==> src/rtl/vsd_pkg.sv <==
`timescale 1ns/1ps
package vsd_pkg;
  parameter int unsigned CODE_W    = 7;
  parameter int unsigned SYN_W     = $clog2(CODE_W + 1);
  parameter int unsigned NUM_VOTES = 3;
  localparam int unsigned CNT_W    = $clog2(NUM_VOTES);

  typedef enum logic [1:0] {
    ST_IDLE  = 2'd0,
    ST_BIT   = 2'd1,
    ST_PHASE = 2'd2
  } vsd_state_e;
endpackage

==> src/rtl/vsd_syndrome.sv <==
`timescale 1ns/1ps
module vsd_syndrome #(
  parameter int unsigned CODE_W = 7,
  parameter int unsigned SYN_W  = 3
) (
  input  logic [CODE_W-1:0] word_i,
  output logic [SYN_W-1:0]  syn_o
);
  logic [SYN_W-1:0] col [CODE_W];

  // check-matrix column i holds the value i+1
  for (genvar i = 0; i < CODE_W; i++) begin : g_col
    assign col[i] = word_i[i] ? SYN_W'(i + 1) : '0;
  end

  always_comb begin
    syn_o = '0;
    for (int i = 0; i < CODE_W; i++) syn_o ^= col[i];
  end
endmodule

==> src/rtl/vsd_vote.sv <==
`timescale 1ns/1ps
module vsd_vote #(
  parameter int unsigned SYN_W = 3
) (
  input  logic [SYN_W-1:0] syn_a_i,
  input  logic [SYN_W-1:0] syn_b_i,
  input  logic [SYN_W-1:0] syn_c_i,
  output logic [SYN_W-1:0] agreed_o,
  output logic             fail_o
);
  logic ab, ac, bc;
  assign ab = (syn_a_i == syn_b_i);
  assign ac = (syn_a_i == syn_c_i);
  assign bc = (syn_b_i == syn_c_i);

  always_comb begin
    fail_o   = 1'b0;
    agreed_o = '0;
    if (ab || ac)  agreed_o = syn_a_i;
    else if (bc)   agreed_o = syn_b_i;
    else           fail_o   = 1'b1;
  end
endmodule

==> src/rtl/vsd_mask.sv <==
`timescale 1ns/1ps
module vsd_mask #(
  parameter int unsigned CODE_W = 7,
  parameter int unsigned SYN_W  = 3
) (
  input  logic [SYN_W-1:0]  syn_i,
  output logic [CODE_W-1:0] mask_o,
  output logic              zero_o
);
  for (genvar i = 0; i < CODE_W; i++) begin : g_bit
    assign mask_o[i] = (syn_i == SYN_W'(i + 1));
  end
  assign zero_o = (syn_i == '0);
endmodule

==> src/rtl/voted_syndrome_decoder.sv <==
`timescale 1ns/1ps
module voted_syndrome_decoder
  import vsd_pkg::*;
#(
  parameter int unsigned CODE_W = vsd_pkg::CODE_W
) (
  input  logic              clk_i,
  input  logic              rst_ni,
  input  logic              start_i,
  input  logic              word_valid_i,
  input  logic [CODE_W-1:0] word_i,
  output logic              word_ready_o,
  output logic              res_valid_o,
  output logic [CODE_W-1:0] res_mask_o,
  output logic              res_phase_o,
  output logic              res_clean_o,
  output logic              res_fail_o
);
  localparam int unsigned SW = $clog2(CODE_W + 1);
  localparam int unsigned LAST = NUM_VOTES - 1;

  vsd_state_e       state_q;
  logic [CNT_W-1:0] cnt_q;
  logic [SW-1:0]    syn_q [LAST];
  logic [SW-1:0]    cur_syn, agreed;
  logic             vote_fail, agreed_zero, accept;
  logic [CODE_W-1:0] dec_mask;

  vsd_syndrome #(.CODE_W(CODE_W), .SYN_W(SW)) u_syn (
    .word_i (word_i),
    .syn_o  (cur_syn)
  );

  vsd_vote #(.SYN_W(SW)) u_vote (
    .syn_a_i  (syn_q[0]),
    .syn_b_i  (syn_q[1]),
    .syn_c_i  (cur_syn),
    .agreed_o (agreed),
    .fail_o   (vote_fail)
  );

  vsd_mask #(.CODE_W(CODE_W), .SYN_W(SW)) u_mask (
    .syn_i  (agreed),
    .mask_o (dec_mask),
    .zero_o (agreed_zero)
  );

  assign word_ready_o = (state_q != ST_IDLE);
  assign accept       = word_valid_i && word_ready_o;

  always_ff @(posedge clk_i or negedge rst_ni) begin
    if (!rst_ni) begin
      state_q     <= ST_IDLE;
      cnt_q       <= '0;
      res_valid_o <= 1'b0;
      res_mask_o  <= '0;
      res_phase_o <= 1'b0;
      res_clean_o <= 1'b0;
      res_fail_o  <= 1'b0;
      for (int i = 0; i < LAST; i++) syn_q[i] <= '0;
    end else begin
      res_valid_o <= 1'b0;
      if (state_q == ST_IDLE) begin
        if (start_i) begin
          state_q <= ST_BIT;
          cnt_q   <= '0;
        end
      end else if (accept) begin
        if (cnt_q != CNT_W'(LAST)) begin
          syn_q[cnt_q] <= cur_syn;
          cnt_q        <= cnt_q + 1'b1;
        end else begin
          cnt_q       <= '0;
          res_valid_o <= 1'b1;
          res_mask_o  <= vote_fail ? '0 : dec_mask;
          res_clean_o <= !vote_fail && agreed_zero;
          res_fail_o  <= vote_fail;
          res_phase_o <= (state_q == ST_PHASE);
          state_q     <= (state_q == ST_BIT) ? ST_PHASE : ST_IDLE;
        end
      end
    end
  end
endmodule

==> config.mk <==
export PLATFORM = sky130hd
export DESIGN_NAME = voted_syndrome_decoder
export DESIGN_NICKNAME = d
export VERILOG_FILES = /design/src/rtl/vsd_pkg.sv /design/src/rtl/vsd_syndrome.sv /design/src/rtl/vsd_vote.sv /design/src/rtl/vsd_mask.sv /design/src/rtl/voted_syndrome_decoder.sv
export SDC_FILE = /design/constraint.sdc
export NUM_CORES = 1
export LEC_CHECK = 0
export BUFFER_PORTS_ARGS = -buffer_cell sky130_fd_sc_hd__buf_2
export CORE_AREA = 2 2 48 59
export DETAILED_ROUTE_END_ITERATION = 8
export DIE_AREA = 0 0 50 61
export GPL_ROUTABILITY_DRIVEN = 0
export PLACE_DENSITY_LB_ADDON = 0.08
export SLEW_MARGIN = 20
export SYNTH_ARGS = -nofsm -noshare
export SYNTH_HDL_FRONTEND = slang
export SYNTH_HIERARCHICAL = 1
export SYNTH_SLANG_ARGS = --single-unit
==> constraint.sdc <==
create_clock -name clk_i -period 2.8 [get_ports clk_i]
set_input_delay 0.14 -clock clk_i [delete_from_list [all_inputs] [get_ports clk_i]]
set_output_delay 0.14 -clock clk_i [all_outputs]
set_load 0.01 [all_outputs]
# == Yosys cells after proc, flatten, opt, wreduce, memory -nomap -nowiden ==
# Cells that the tools add are included.
# totals
in_bits,11
ramBits,0
rom_bits,0
latch_bits,0
memories,0
word_cells,76
ff_bits,21
out_inout_bits,12
# classes
n_lt_le_gt_ge,2
bitwise,9
n_reduce_logical,13
mul,0
eq_ne,15
div,0
addsub,1
shift,0
mux,27
# op_table
operator,count
$mux 2,11
$mux 3,7
$xor 3x3->3,6
$eq 3x3->1 const B,4
$eq 3x3->1,3
$reduce_and 3->1,3
$mux 7,1
$bwmux 6,1
$eq 3x2->1 const B,2
$mux 1,6
$ne 2x2->1 const B,3
$reduce_bool 2->1,2
$demux 3 s1,1
$eq 3x1->1 const B,1
$ge 3x2->1 const B,1
$logic_and 1x1->1,3
$logic_not 3->1,1
$lt 3x1->1 const B,1
$not 2->3,1
$add 2x1->2 const B,1
$eq 2x1->1 const B,1
$eq 2x2->1 const B,1
$logic_not 2->1,1
$not 1->1,2
other kinds (3),3

# == Logic depth before layout (Yosys ltp) ==
# depth
depth_word,12
ltp_mapped,9
ltp_nobuf,9

# == Modules after synthesis ==
# The synthesis kept the hierarchy.
# by_module_without_submodules
mod,area_per_inst_um2,seq_area_each_um2,instances,cells_each
voted_syndrome_decoder,1027.2,525.5,1,74
vsd_vote,162.7,0.0,1,22
vsd_syndrome,70.1,0.0,1,8
vsd_mask,65.1,0.0,1,8

# == Worst setup path after synthesis ==
# No wires, ideal clock.
# synth_path
kind,input -> register
start,input word_i[6]
end,register res_mask_o[0]
arrival_ns,2.060
t_required_ns,2.696
cell_stages,8
path_slack_ns,0.636
setup_time_ns,0.104
n_path_buf,0
path_cell_list,xor2_1 -> xnor2_1 -> xnor2_1 -> a31oi_2 -> mux2i_1 -> nor3b_1 -> inv_1 -> o41ai_2
# synth_via
elab_chain_cells,7
elab_cells_between_ends,11
classes_between,eq/ne (3); mux (6); bitwise (1); reduce/logical (1)
# synth_rtl
item,line_no,text
"start, declared",voted_syndrome_decoder.sv:11,"input logic [CODE_W-1:0] word_i,"
$mux 3 *,vsd_syndrome.sv:13,assign col[i] = word_i[i] ? SYN_W'(i + 1) : '0;
$xor 3x3->3 *,vsd_syndrome.sv:18,for (int i = 0; i < CODE_W; i++) syn_o ^= col[i];
net cur_syn[2],voted_syndrome_decoder.sv:25,"logic [SW-1:0] cur_syn, agreed;"
$eq 3x3->1 (on tied branches),"vsd_vote.sv:14, vsd_vote.sv:13",
$mux 3 or $logic_or 1x1->1 (tied branches),"vsd_vote.sv:20, vsd_vote.sv:19",
$mux 3 *,vsd_vote.sv:19,if (ab || ac) agreed_o = syn_a_i;
net agreed[0],voted_syndrome_decoder.sv:25,
$eq 3x1->1 *,vsd_mask.sv:11,assign mask_o[i] = (syn_i == SYN_W'(i + 1));
net dec_mask[0],voted_syndrome_decoder.sv:27,logic [CODE_W-1:0] dec_mask;
$mux 7 *,voted_syndrome_decoder.sv:75,res_mask_o <= vote_fail ? '0 : dec_mask;
"end signal, assigned",voted_syndrome_decoder.sv:75,
"end, declared",voted_syndrome_decoder.sv:14,"output logic [CODE_W-1:0] res_mask_o,"
# Mark *: on every way through the listed nets, which the timed path passes. The rest lies on a longest branch.
# A chain may end at the register's enable or synchronous reset.

# == Worst setup path after layout ==
# Same ends and word-level chain as after synthesis.

==> summary.md <==
| Metric | Value |
|---|---|
| Worst path required time | 3.03 ns |
| Origin of the worst min-delay path | start_i |
| Vias in the first global route | between 800 and 900 |
| Crit path to | res_mask_o[0] |
| Area growth syn-to-layout | 12.28% |
| Worst hold path class | input port to register |
| Post-synth top area cell | dfrtp_1 |
| Clock Tree Root | clkbuf_4 |
| Via count | roughly 900 |
| Cell row count | 20 |
| R2R Path End | res_mask_o[0] |
| Switch Pwr | 733.6 uW |
| Power per cell area | about 1100 nW/um^2 |
| Detailed Routing Iterations Pass 1 | 2 |
| DRC viols | 0 |
| Drt wl/cell | ~13 um |
| Clock power frac | 0.099 |
| Leakage power | about 0.0007 uW |
| Crit Path Category | input port to register |
| Combinational share of power | 0.561 |
| Post-synth top cells | dfrtp_1, inv_1, o21ai_2, xnor2_1 |
| Fin nets | approximately 150 |
| Ranking of synthesized cells by area | dfrtp_1, o41ai_2, o21ai_2 |
| Number of synthesized flops with an enable pin | 0 |
| RSZ-0062 raised after global routing | false |
| Drt via density | around 5.4 |
| Critical Path Source Type | input port |
| Max Slew Vio Count | 0 |
| Antenna-violating nets left | 0 |
| Worst clock skew | just under 0.005 ns |
| Peak Freq | 0.4483 GHz |
| Reg power frac | 0.341 |
| CP max FO | 8 |
| Die width | 50 um |
| # Max-Cap Violations | 0 |
| Largest net degree at the start of global routing | 23 |
| Area of the core | approximately 2500 um^2 |
| Crit path arrival time | around 2.5 ns |
| Die extent in y | between 60 and 70 um |
| Worst-Margin Slew | about 1.0 ns |
| First-pass GRT wire length | around 3800 um |
| DP Worst Slack | ~0.26 ns |
| Full die area | about 3100 um^2 |
| # H-tree levels | 1 |
| DRT iter0 DRCs | 10 |
| Warnings, synthesis | 6 |
| Register area share after synthesis | 0.3966 |
| Async S/R FF share, synth | 1.000 |
| Top cell type's share of synthesized area | 0.3966 |
| FF-to-FF Start | syn_q[0] |
| Sink Count | 21 |
| Worst rel slew slack | 0.3027 |
| Top-Level Pins | 23 |
| Register bit total from synthesis | 21 |
| Synthesized Nets | between 100 and 150 |
| Placed cell count | approximately 160 |
| Layout cells sized above 1 | 0.4667 |
| Switching Fraction | 0.4633 |
| Fin crit period | ~2.2 ns |
| Routed WL | around 2200 um |
| CTS tree | yes |
| Global Route Usage Sum | 0.1662 |
| # diodes | 0 |
| Clock transition at path regs | between 0.1 and 0.15 ns |
| Clock latency on the worst-skew pair | a little over 0.3 ns |
| Post-CTS setup-driven buffer insertion count | 0 |
| Top-count cell post-synth | dfrtp_1 |
| Crit path from | word_i[6] |
| FF-to-FF path depth | 7 |
| Setup tns final | 0 ns |
| Run status | finished clean |
| Syn Area/Cell | approximately 12 um^2 |
| Final hold viol count | 0 |
| Cell Area, Synth | between 1000 and 1500 um^2 |
| IO Port Bufs | 22 |
| Top FF cell, synth | dfrtp_1 |
| Tcrit/Tclk final | 0.7967 |
| Yosys cell types | 33 |
| Syn Inst Count | approximately 110 |
| Register area | roughly 530 um^2 |
| Initial antenna violation count | 0 |
| Multi-input gate area | about 720 um^2 |
| CP endpoint kind | register |
| Final setup vio count | 0 |
| Clock tree buffer depth | 2 |
| Internal power | 849.7 uW |
| Dpl hpwl | roughly 1600 um |
| Post-cts resize count | 0 |
| Initial Util | 0.5348 |
| Finished Layout Cells | roughly 170 |
| Maximum vdd drop | ~0.63 mV |
| Grt ovf | 0 |
| CTS buffer count | 3 |
| Worst Slack Setup Final | 0.5693 ns |
| Layout filler cell count | around 200 |
| Final Core Density | 0.6005 |
| R2r setup slk | between 0.5 and 0.6 ns |
==> area by class of cell <==
type / count / share of cell area
sequential: 21 / 0.3532
inverter: 12 / 0.03028
timing repair buffer: 24 / 0.08579
multi-input combinational: 74 / 0.4828
clock inverter: 1 / 0.005046
clock buffer: 3 / 0.01514
tap: 33 / 0.02775
==> cell usage in the layout (no fill, tap or decap) <==
cell,count
a21boi_2,1
a21o_1,1
a21o_2,1
a22o_1,1
a31oi_2,1
and3_2,1
and3b_2,3
buf_2,22
buf_4,1
clkbuf_4,3
clkinvlp_4,1
dfrtp_1,21
dlygate4sd3_1,1
inv_1,12
mux2_1,1
mux2_2,4
mux2_4,3
mux2i_1,2
nand2_1,5
nand3b_4,1
nor2_2,2
nor2b_1,1
nor3_1,4
nor3_4,1
nor3b_1,3
nor3b_4,1
o21ai_0,1
o21ai_1,1
o21ai_2,9
o31ai_1,1
o41ai_2,8
xnor2_1,9
xor2_1,8
==> kinds of logic after synthesis <==
group,after synthesis,share of synthesized area
muxes,10,0.09159
and+or+nand+nor,22,0.1284
DFF,21,0.3966
buffers and inverters,17,0.06326
AOI/OAI and AO/OA,25,0.2077
xor gates and xnor gates,17,0.1124
==> worst max-delay path, stage by stage <==
cell and delay, ns:
buf_2 0.12, xor2_1 0.18, xnor2_1 0.40, xnor2_1 0.15, a31oi_2 0.33, mux2i_1 0.50, nor3b_1 0.25, inv_1 0.07
o41ai_2 0.31
==> power groups by stage <==
stage               clock (uW)  sequential, uW  combinational [uW]
floorplan                    0             545                 712
global placement             0             539                 876
detailed placement           0             547                 887
CTS                        163             541                 899
global route               173             557                 981
finish                     156             539                 888
==> worst min path at each step <==
stage                          endpoint  slack [ns]  cells past startpoint
after floorplan                cnt_q[0]       -0.16                      0
after global placement    res_mask_o[5]        0.12                      1
after detailed placement  res_mask_o[5]        0.13                      1
after CTS                    state_q[0]        0.06                      2
after global routing         state_q[0]        0.06                      2
final                        state_q[0]        0.08                      2
==> metrics by stage <==
stage / area [um^2] / total power, uW / hold WS [ns]
after floorplan: 1325 / 1257 / -0.1556
after global placement: 1448 / 1414 / 0.1236
after detailed placement: 1448 / 1434 / 0.1258
after CTS: 1488 / 1603 / 0.06284
after global routing: 1488 / 1711 / 0.06414
final: 1488 / 1583 / 0.07801
==> timing repair <==
| item | CTS | global route |
|---|---|---|
| endpoints found under the hold margin | 21 | 0 |
| hold buffers | 1 | 0 |
| endpoints found under the setup margin | 0 | 0 |
==> flip-flops by register name, indices dropped and copies added, names as in the netlist <==
signal / count
res_mask_o: 7
syn_q: 6
cnt_q: 2
state_q: 2
res_clean_o: 1
res_fail_o: 1
res_phase_o: 1
res_valid_o: 1
==> routing by layer <==
metal  GRT usage  up-vias  part of all wire
met5           0        -                 0
met4     0.05952        0             0.011
met3     0.02956        3             0.028
met1      0.1847      450              0.43
li1            -      438                 -
met2      0.3177       18              0.53
Note: power is estimated with default switching activity, not from simulation.
